==> src/rtl/brk_pkg.sv <==
package brk_pkg;

  // Control state kept by the breakpoint unit
  typedef struct packed {
    logic en;   // comparison armed
    logic act;  // break active (sticky)
  } brk_ctrl_t;

endpackage

==> src/rtl/brk_rst_sync.sv <==
module brk_rst_sync #(
  parameter int unsigned STAGES = 2
) (
  input  logic clk,
  input  logic arst_n,
  output logic rst_n_o
);

  logic [STAGES-1:0] sync_q;
  logic [STAGES-1:0] sync_d;

  always_comb begin
    sync_d = {sync_q[STAGES-2:0], 1'b1};
  end

  always_ff @(posedge clk or negedge arst_n) begin
    if (!arst_n) begin
      sync_q <= '0;
    end else begin
      sync_q <= sync_d;
    end
  end

  assign rst_n_o = sync_q[STAGES-1];

endmodule

==> src/rtl/brk_addr_regs.sv <==
module brk_addr_regs #(
  parameter int unsigned ADDR_W = 16,
  parameter int unsigned DATA_W = 8,
  parameter int unsigned RAW    = 2
) (
  input  logic              clk,
  input  logic              rst_n,
  input  logic              wr_en,
  input  logic [RAW-1:0]    wr_addr,
  input  logic [DATA_W-1:0] wr_data,
  output logic [ADDR_W-1:0] tgt_o
);

  localparam int unsigned NB = ADDR_W / DATA_W;

  // Byte lane k is reached at offset NB-1-k (most significant byte first)
  for (genvar k = 0; k < NB; k++) begin : g_lane
    localparam logic [RAW-1:0] LANE_OFF = RAW'(NB - 1 - k);

    logic              ld;
    logic [DATA_W-1:0] byte_d;
    logic [DATA_W-1:0] byte_q;

    assign ld = wr_en && (wr_addr == LANE_OFF);

    always_comb begin
      byte_d = byte_q;
      if (ld) begin
        byte_d = wr_data;
      end
    end

    always_ff @(posedge clk or negedge rst_n) begin
      if (!rst_n) begin
        byte_q <= '0;
      end else begin
        byte_q <= byte_d;
      end
    end

    assign tgt_o[k*DATA_W +: DATA_W] = byte_q;
  end

endmodule

==> src/rtl/brk_cmp.sv <==
module brk_cmp #(
  parameter int unsigned ADDR_W = 16,
  parameter int unsigned DATA_W = 8
) (
  input  logic [ADDR_W-1:0] cpu_addr,
  input  logic              cpu_valid,
  input  logic [ADDR_W-1:0] tgt,
  output logic              hit_o
);

  localparam int unsigned NB = ADDR_W / DATA_W;

  logic [NB-1:0] lane_eq;

  // Per-lane equality, reduced with an AND tree
  for (genvar k = 0; k < NB; k++) begin : g_eq
    assign lane_eq[k] = (cpu_addr[k*DATA_W +: DATA_W] == tgt[k*DATA_W +: DATA_W]);
  end

  assign hit_o = cpu_valid && (&lane_eq);

endmodule

==> src/rtl/brk_ctrl.sv <==
module brk_ctrl
  import brk_pkg::*;
(
  input  logic      clk,
  input  logic      rst_n,
  input  logic      ctl_wr,
  input  logic      wr_en_bit,
  input  logic      wr_act_bit,
  input  logic      hit,
  output brk_ctrl_t st_o
);

  brk_ctrl_t st_d;
  brk_ctrl_t st_q;

  always_comb begin
    st_d = st_q;
    if (ctl_wr) begin
      st_d.en  = wr_en_bit;
      st_d.act = wr_act_bit;
    end
    // Armed hardware match takes priority over a software clear
    if (hit && st_q.en) begin
      st_d.act = 1'b1;
    end
  end

  always_ff @(posedge clk or negedge rst_n) begin
    if (!rst_n) begin
      st_q <= '0;
    end else begin
      st_q <= st_d;
    end
  end

  assign st_o = st_q;

endmodule

==> src/rtl/brk_unit.sv <==
module brk_unit
  import brk_pkg::*;
#(
  parameter int unsigned ADDR_W = 16,
  parameter int unsigned DATA_W = 8,
  parameter int unsigned RAW    = 2
) (
  input  logic              clk,
  input  logic              rst_n,
  input  logic              wr_en,
  input  logic [RAW-1:0]    wr_addr,
  input  logic [DATA_W-1:0] wr_data,
  input  logic              rd_en,
  input  logic [RAW-1:0]    rd_addr,
  output logic [DATA_W-1:0] rd_data,
  input  logic [ADDR_W-1:0] cpu_addr,
  input  logic              cpu_valid,
  output logic              brk_irq
);

  localparam int unsigned NB = ADDR_W / DATA_W;
  localparam logic [RAW-1:0] CTRL_OFF = RAW'(NB);
  localparam int unsigned EN_POS  = DATA_W - 1;
  localparam int unsigned ACT_POS = DATA_W - 2;

  logic              rst_q_n;
  logic [ADDR_W-1:0] tgt_addr;
  logic              addr_hit;
  logic              ctl_wr;
  brk_ctrl_t         ctrl_st;
  logic              en_q;
  logic              act_q;
  logic [DATA_W-1:0] rd_mux;

  brk_rst_sync #(.STAGES(2)) u_rst (
    .clk    (clk),
    .arst_n (rst_n),
    .rst_n_o(rst_q_n)
  );

  brk_addr_regs #(.ADDR_W(ADDR_W), .DATA_W(DATA_W), .RAW(RAW)) u_regs (
    .clk    (clk),
    .rst_n  (rst_q_n),
    .wr_en  (wr_en),
    .wr_addr(wr_addr),
    .wr_data(wr_data),
    .tgt_o  (tgt_addr)
  );

  brk_cmp #(.ADDR_W(ADDR_W), .DATA_W(DATA_W)) u_cmp (
    .cpu_addr (cpu_addr),
    .cpu_valid(cpu_valid),
    .tgt      (tgt_addr),
    .hit_o    (addr_hit)
  );

  assign ctl_wr = wr_en && (wr_addr == CTRL_OFF);

  brk_ctrl u_ctrl (
    .clk       (clk),
    .rst_n     (rst_q_n),
    .ctl_wr    (ctl_wr),
    .wr_en_bit (wr_data[EN_POS]),
    .wr_act_bit(wr_data[ACT_POS]),
    .hit       (addr_hit),
    .st_o      (ctrl_st)
  );

  assign en_q  = ctrl_st.en;
  assign act_q = ctrl_st.act;

  // Read multiplexer: target lanes, control byte, everything else zero
  always_comb begin
    rd_mux = '0;
    for (int k = 0; k < int'(NB); k++) begin
      if (rd_addr == RAW'(NB - 1 - k)) begin
        rd_mux = tgt_addr[k*DATA_W +: DATA_W];
      end
    end
    if (rd_addr == CTRL_OFF) begin
      rd_mux = '0;
      rd_mux[EN_POS]  = en_q;
      rd_mux[ACT_POS] = act_q;
    end
  end

  assign rd_data = rd_en ? rd_mux : '0;
  assign brk_irq = act_q;

endmodule

==> config.mk <==
export PLATFORM = sky130hd
export DESIGN_NAME = brk_unit
export DESIGN_NICKNAME = d
export VERILOG_FILES = /design/src/rtl/brk_pkg.sv /design/src/rtl/brk_rst_sync.sv /design/src/rtl/brk_addr_regs.sv /design/src/rtl/brk_cmp.sv /design/src/rtl/brk_ctrl.sv /design/src/rtl/brk_unit.sv
export SDC_FILE = /design/constraint.sdc
export NUM_CORES = 1
export LEC_CHECK = 0
export ABC_AREA = 1
export BUFFER_PORTS_ARGS = -buffer_cell sky130_fd_sc_hd__buf_2
export CAP_MARGIN = 20
export CORE_UTILIZATION = 45
export DETAILED_ROUTE_END_ITERATION = 12
export PLACE_DENSITY = 0.77
export SLEW_MARGIN = 10
export SYNTH_ARGS = -nofsm -noshare
export SYNTH_HDL_FRONTEND = slang
export SYNTH_HIERARCHICAL = 1
export SYNTH_SLANG_ARGS = --single-unit
export TNS_END_PERCENT = 5
==> constraint.sdc <==
create_clock -name clk -period 0.94 [get_ports clk]
set_clock_uncertainty 0.05 [all_clocks]
set_input_delay 0.235 -clock clk [delete_from_list [all_inputs] [get_ports clk]]
set_output_delay 0.235 -clock clk [all_outputs]
set_load 0.01 [all_outputs]
# Yosys cells after proc, flatten, opt, wreduce, memory -nomap -nowiden
# Index checks and enable logic that the tools add are counted.
[classes] eq_ne=6 mux=6 n_reduce_logical=9
[op_table] operator="two-way mux 8 bit" count=4
[op_table] operator="== test 8 bit" count=2
[op_table] operator="logical AND 1 bit" count=5
[op_table] operator="== test 2 x 1 -> 1 bit, second input constant" count=2
[op_table] operator="== test 2 bit, second input constant" count=2
[op_table] operator="logical NOT 2 bit" count=2
[op_table] operator="two-way mux 1 bit" count=2
[op_table] operator="AND reduction 2 bit" count=1
[op_table] operator="nonzero test 2 bit" count=1
[totals] elab_cells=26 in_bits=33 out_inout_bits=9 reg_bits=20

# Longest topological paths before layout
[logic_depth] depth_word=5 depth_mapped=10 ltp_nobuf=10

# Cells and area by module
# Netlist, hierarchy kept.
[modules_own_cells] module="brk_addr_regs" area_each_um2=695.7 seq_area_each_um2=400.4 cells_per_inst=71 instances=1
[modules_own_cells] module="brk_cmp" area_each_um2=275.3 seq_area_each_um2=0.0 cells_per_inst=63 instances=1
[modules_own_cells] module="brk_unit" area_each_um2=158.9 seq_area_each_um2=0.0 cells_per_inst=37 instances=1
[modules_own_cells] module="brk_ctrl" area_each_um2=88.8 seq_area_each_um2=50.0 cells_per_inst=10 instances=1
[modules_own_cells] module="brk_rst_sync" area_each_um2=53.8 seq_area_each_um2=50.0 cells_per_inst=3 instances=1

# Least setup slack after synthesis
# Ideal clock, no wire load.
[synth_path] kind="reg-to-reg" startpoint="register u_regs.g_lane[1].byte_q[6]" endpoint="register u_ctrl.st_q (netlist bit u_ctrl/st_o[0])" setup_time_ns=0.066 stages_incl_launch_ff=7 path_buffers=0 required_ns=0.824 path_slack_ns=-0.128 synth_period_minus_slack_ns=1.068 arrival_time_ns=0.952 cell_sequence="dfrtp_1 > xor2_1 > nor3_2 > nand2_1 > nor2_1 > nand2_1 > nand3_2"
[synth_via] elab_chain_len=5 word_cells_on_any_way=6 classes_between="eq/ne: 1; mux: 1; reduce/logical: 4"
[synth_lines] item="start, declared" line="brk_addr_regs.sv:22" text="logic [DATA_W-1:0] byte_q;"
[synth_lines] item="start signal, assigned" line="brk_addr_regs.sv:37" text="byte_q <= byte_d;"
[synth_lines] item="== test 8 bit (*)" line="brk_cmp.sv:17" text="assign lane_eq[k] = (cpu_addr[k*DATA_W +: DATA_W] == tgt[k*DATA_W +: DATA_W]);"
[synth_lines] item="AND reduction 2 bit (*)" line="brk_cmp.sv:20" text="assign hit_o = cpu_valid && (&lane_eq);"
[synth_lines] item="logical AND 1 bit (*)" line="brk_cmp.sv:20"
[synth_lines] item="via addr_hit" line="brk_unit.sv:28" text="logic addr_hit;"
[synth_lines] item="logical AND 1 bit (*)" line="brk_ctrl.sv:23" text="if (hit && st_q.en) begin"
[synth_lines] item="two-way mux 1 bit or nonzero test 2 bit (tied branches)"
[synth_lines] item="end signal, assigned" line="brk_ctrl.sv:32" text="st_q <= st_d;"
[synth_lines] item="end, declared" line="brk_ctrl.sv:14" text="brk_ctrl_t st_q;"
# The timed path passes the listed nets; every way through them passes the cells marked *.
# A chain may end at the register's enable or synchronous reset.

# Worst setup path after layout
[layout_path] startpoint="register u_regs.g_lane[1].byte_q[7]" endpoint="output rd_data[7]"
[layout_via] elab_chain_len=3
[layout_lines] item="two-way mux 8 bit" line="brk_unit.sv:76" text="if (rd_addr == RAW'(NB - 1 - k)) begin"
[layout_lines] item="two-way mux 8 bit" line="brk_unit.sv:80" text="if (rd_addr == CTRL_OFF) begin"
[layout_lines] item="two-way mux 8 bit" line="brk_unit.sv:87" text="assign rd_data = rd_en ? rd_mux : '0;"
[layout_lines] item="end, declared" line="brk_unit.sv:15" text="output logic [DATA_W-1:0] rd_data,"
# No other way between the ends.

==> flow_summary.ini <==
[run_status]
status = finished with violations
violations = setup timing

[floorplan]
initial_core_util_pct = 49.56
die_h_um = 55.18
dieArea_mm2 = 0.003044
num_rows = 18
io_pins = 42
dieWidth_um = 55.18
coreArea_mm2 = 0.002567

[run]
cap_violations = 0

[setup_path]
cp.arrival_ns = 1.15
required_ns = 0.65
path_class = flip-flop to primary output
r2r_cells = 12
worst-path-max-fanout = 2
crit_path_start_kind = flip-flop
r2r_setup_slack_ns = -0.42
endpoint_kind = primary output
rr_startpoint = u_regs/g_lane[1].byte_q[7]$_DFFE_PN0P_
worst_r2r_endpoint = u_ctrl/st_o[0]$_DFFE_PN0P_

[global_route]
use_met3_pct = 3.552
grt_use_met1_pct = 33.45
grt_first_pass_wirelength_mm = 5.533
antenna_found_initial = 0
track_usage_pct = 25.49
busiest_layer = met2
grtUsageMet2_pct = 41.97
grt_overflow = 0
grt_pass1_vias = 1311
grt_max_degree = 19

[final_layout]
finalInstanceArea_mm2 = 0.001856
n_antenna_cell = 0
layout-drive-gt1-share_pct = 37.93
nets = 295
stdcell_count = 291
layout.cells.most_common_list = nand2_1, buf_2, buf_4
layout_commonest_cell = nand2_1
area_delta_synth_final_pct = 45.82

[placed_design]
placed_area_mm2 = 0.001670
portBuffers = 41
place_congestion = 0.7772
dp_hpwl_mm = 2.502
dp_cells = 275

[timing]
rsz0062_at_grt = true
fin_ws_ns = -0.4966
max_freq_ghz = 0.6961
fin_crit_sh_pct = 152.8
timing.final.crit_period_ns = 1.437
setup_violations = 10
slew_violations = 0
hold_viol_final = 0
hold-worst-slack_ns = 0.1324

[detailed_routing]
via_per_inst = 5.024
drc = 0
drtIter0Drc = 54
drtAntennaViolNets = 0
post_drt_wl_per_cell_um = 12.07
wl_mm = 3.512
dr.pass1.iters = 4
routed-via-count = 1462

[logic_synthesis]
synth-compound-area-share_pct = 3.736
synthXorXnorAreaFrac_pct = 3.441
syn_area_mm2 = 0.001272
seq_area_frac_synth_pct = 39.33
synthSimpleGateAreaFrac_pct = 43.85
synth_top_family_by_area = simple AND/OR/NAND/NOR gates
syn_nets = 217
ys_seq_elements = 20
yosysUniqueCellTypes = 22
synthesis.area_per_instance_um2 = 6.916
synthCells = 184
ys_warn_count = 6
synth_mux_area_share_pct = 0
synth_adder_area_share_pct = 0

[clock_network]
cts_tree = yes
cts_buffers = 3
path_clk_slew_ns = 0.11
htreeDepth = 1
cts_root_buf = clkbuf_4
clkLatencyLatePin_ns = 0.29
cts.sinks = 20
clock_path_buffers = 2

[power_and_ir_drop]
switchingPower_w = 0.0008141
power_frac_seq_pct = 42.9
power_frac_clock_pct = 19.0
p_per_area_mw_per_mm2 = 1369
totalPowerFinal_w = 0.002540
power_frac_comb_pct = 38.1
irDropWorstVdd_uv = 980.1
p_sw_share_pct = 32.05
internal_power_w = 0.001726
p_leak_nw = 1.087

[min_path]
hold_end = u_regs/g_lane[1].byte_q[1]$_DFFE_PN0P_
min_path_cells = 3
hp-start = wr_data[1]
worstHoldPathType = primary input to flip-flop
-- cell usage after synthesis --
master | number | share of area, %
nand2_2 | 1 | 0.49
nand4_1 | 8 | 3.9
nor2_8 | 1 | 1.6
xor2_1 | 5 | 3.4
o22ai_1 | 2 | 0.98
clkbuf_4 | 1 | 0.59
nor3_2 | 1 | 0.79
a21oi_1 | 6 | 2.4
nor2_2 | 2 | 0.98
nand3_4 | 1 | 1.4
nand3_2 | 1 | 0.79
inv_2 | 5 | 1.5
nor2_1 | 11 | 3.2
inv_1 | 17 | 5.0
dfrtp_1 | 20 | 39
buf_6 | 2 | 1.8
conb_1 | 1 | 0.29
nand3_1 | 15 | 5.9
o21ai_0 | 1 | 0.39
inv_4 | 1 | 0.49
nand2_1 | 81 | 24
nand2_4 | 1 | 0.88
-- per-layer routing --
| metal | share of wire, % | up-vias | wire length, um |
|---|---|---|---|
| met5 | 0 | - | 0 |
| met4 | 1.3 | 0 | 46 |
| met3 | 7.7 | 6 | 269 |
| met2 | 48 | 63 | 1694 |
| met1 | 43 | 664 | 1501 |
| li1 | - | 729 | - |
-- worst max-delay path: stages (launching register included) --
cell     delay [ns]
dfrtp_1        0.40
buf_6          0.12
nand2_2        0.06
nand3_1        0.07
nand2_1        0.06
inv_1          0.03
buf_2          0.12
-- flip-flops by register name, indices dropped and copies added, names as in the netlist --
signal and cells:
u_ctrl/st_o 2, u_regs/g_lane.byte_q 16, u_rst/sync_q 2
-- power by group through the flow --
stage | combinational (W) | sequential [W] | clock [W]
finish | 0.000968 | 0.00109 | 0.000483
global route | 0.00107 | 0.00111 | 0.000548
floorplan | 0.000377 | 0.00111 | 0
detailed placement | 0.000764 | 0.00112 | 0
CTS | 0.000897 | 0.00109 | 0.000499
global placement | 0.000745 | 0.00111 | 0
-- metrics by stage --
stage	TNS, ns	utilization [%]	worst slack [ns]
5_1_grt	-5.192	72.27	-0.5707
3_3_place_gp	-3.240	65.06	-0.3853
4_1_cts	-4.454	70.42	-0.4945
2_1_floorplan	-0.7316	-	-0.1126
6_report	-4.366	72.27	-0.4966
3_5_place_dp	-3.411	65.06	-0.3920
-- final cells by class --
class / instances / area, um2
tap: 30 / 37.54
fill: 207 / 711.9
timing repair buffer: 76 / 508.0
sequential: 20 / 500.5
clock buffer: 4 / 36.28
inverter: 23 / 88.84
multi-input combinational: 138 / 684.4
-- cells by family (layout without fill, tap and decap cells) --
kind of cell | Yosys count | in the layout
and+or+nand+nor | 123 | 123
buffers and inverters | 26 | 103
other | 1 | 1
xor gates and xnor gates | 5 | 5
AOI/OAI and AO/OA | 9 | 9
DFF | 20 | 20
-- worst max-delay path by stage --
stage	slack (ns)	end	start	cells after the start
after floorplan	-0.11	u_ctrl/st_o[0]$_DFFE_PN0P_	u_regs/g_lane[0].byte_q[6]$_DFFE_PN0P_	10
after global placement	-0.39	rd_data[0]	rd_addr[1]	5
after detailed placement	-0.39	rd_data[0]	rd_addr[1]	5
after CTS	-0.49	rd_data[1]	u_regs/g_lane[0].byte_q[1]$_DFFE_PN0P_	4
after global routing	-0.57	rd_data[7]	u_regs/g_lane[1].byte_q[7]$_DFFE_PN0P_	6
final	-0.50	rd_data[7]	u_regs/g_lane[1].byte_q[7]$_DFFE_PN0P_	6
-- repair_timing --
action                                 in CTS  in global routing
gates resized for setup                     7                  6
endpoints found under the hold margin       2                  0
setup buffers                               8                  3
setup endpoints to repair                  10                 10
hold buffers                                1                  0
pin swaps                                   5                  2
Power figures use the tool's default switching activity.
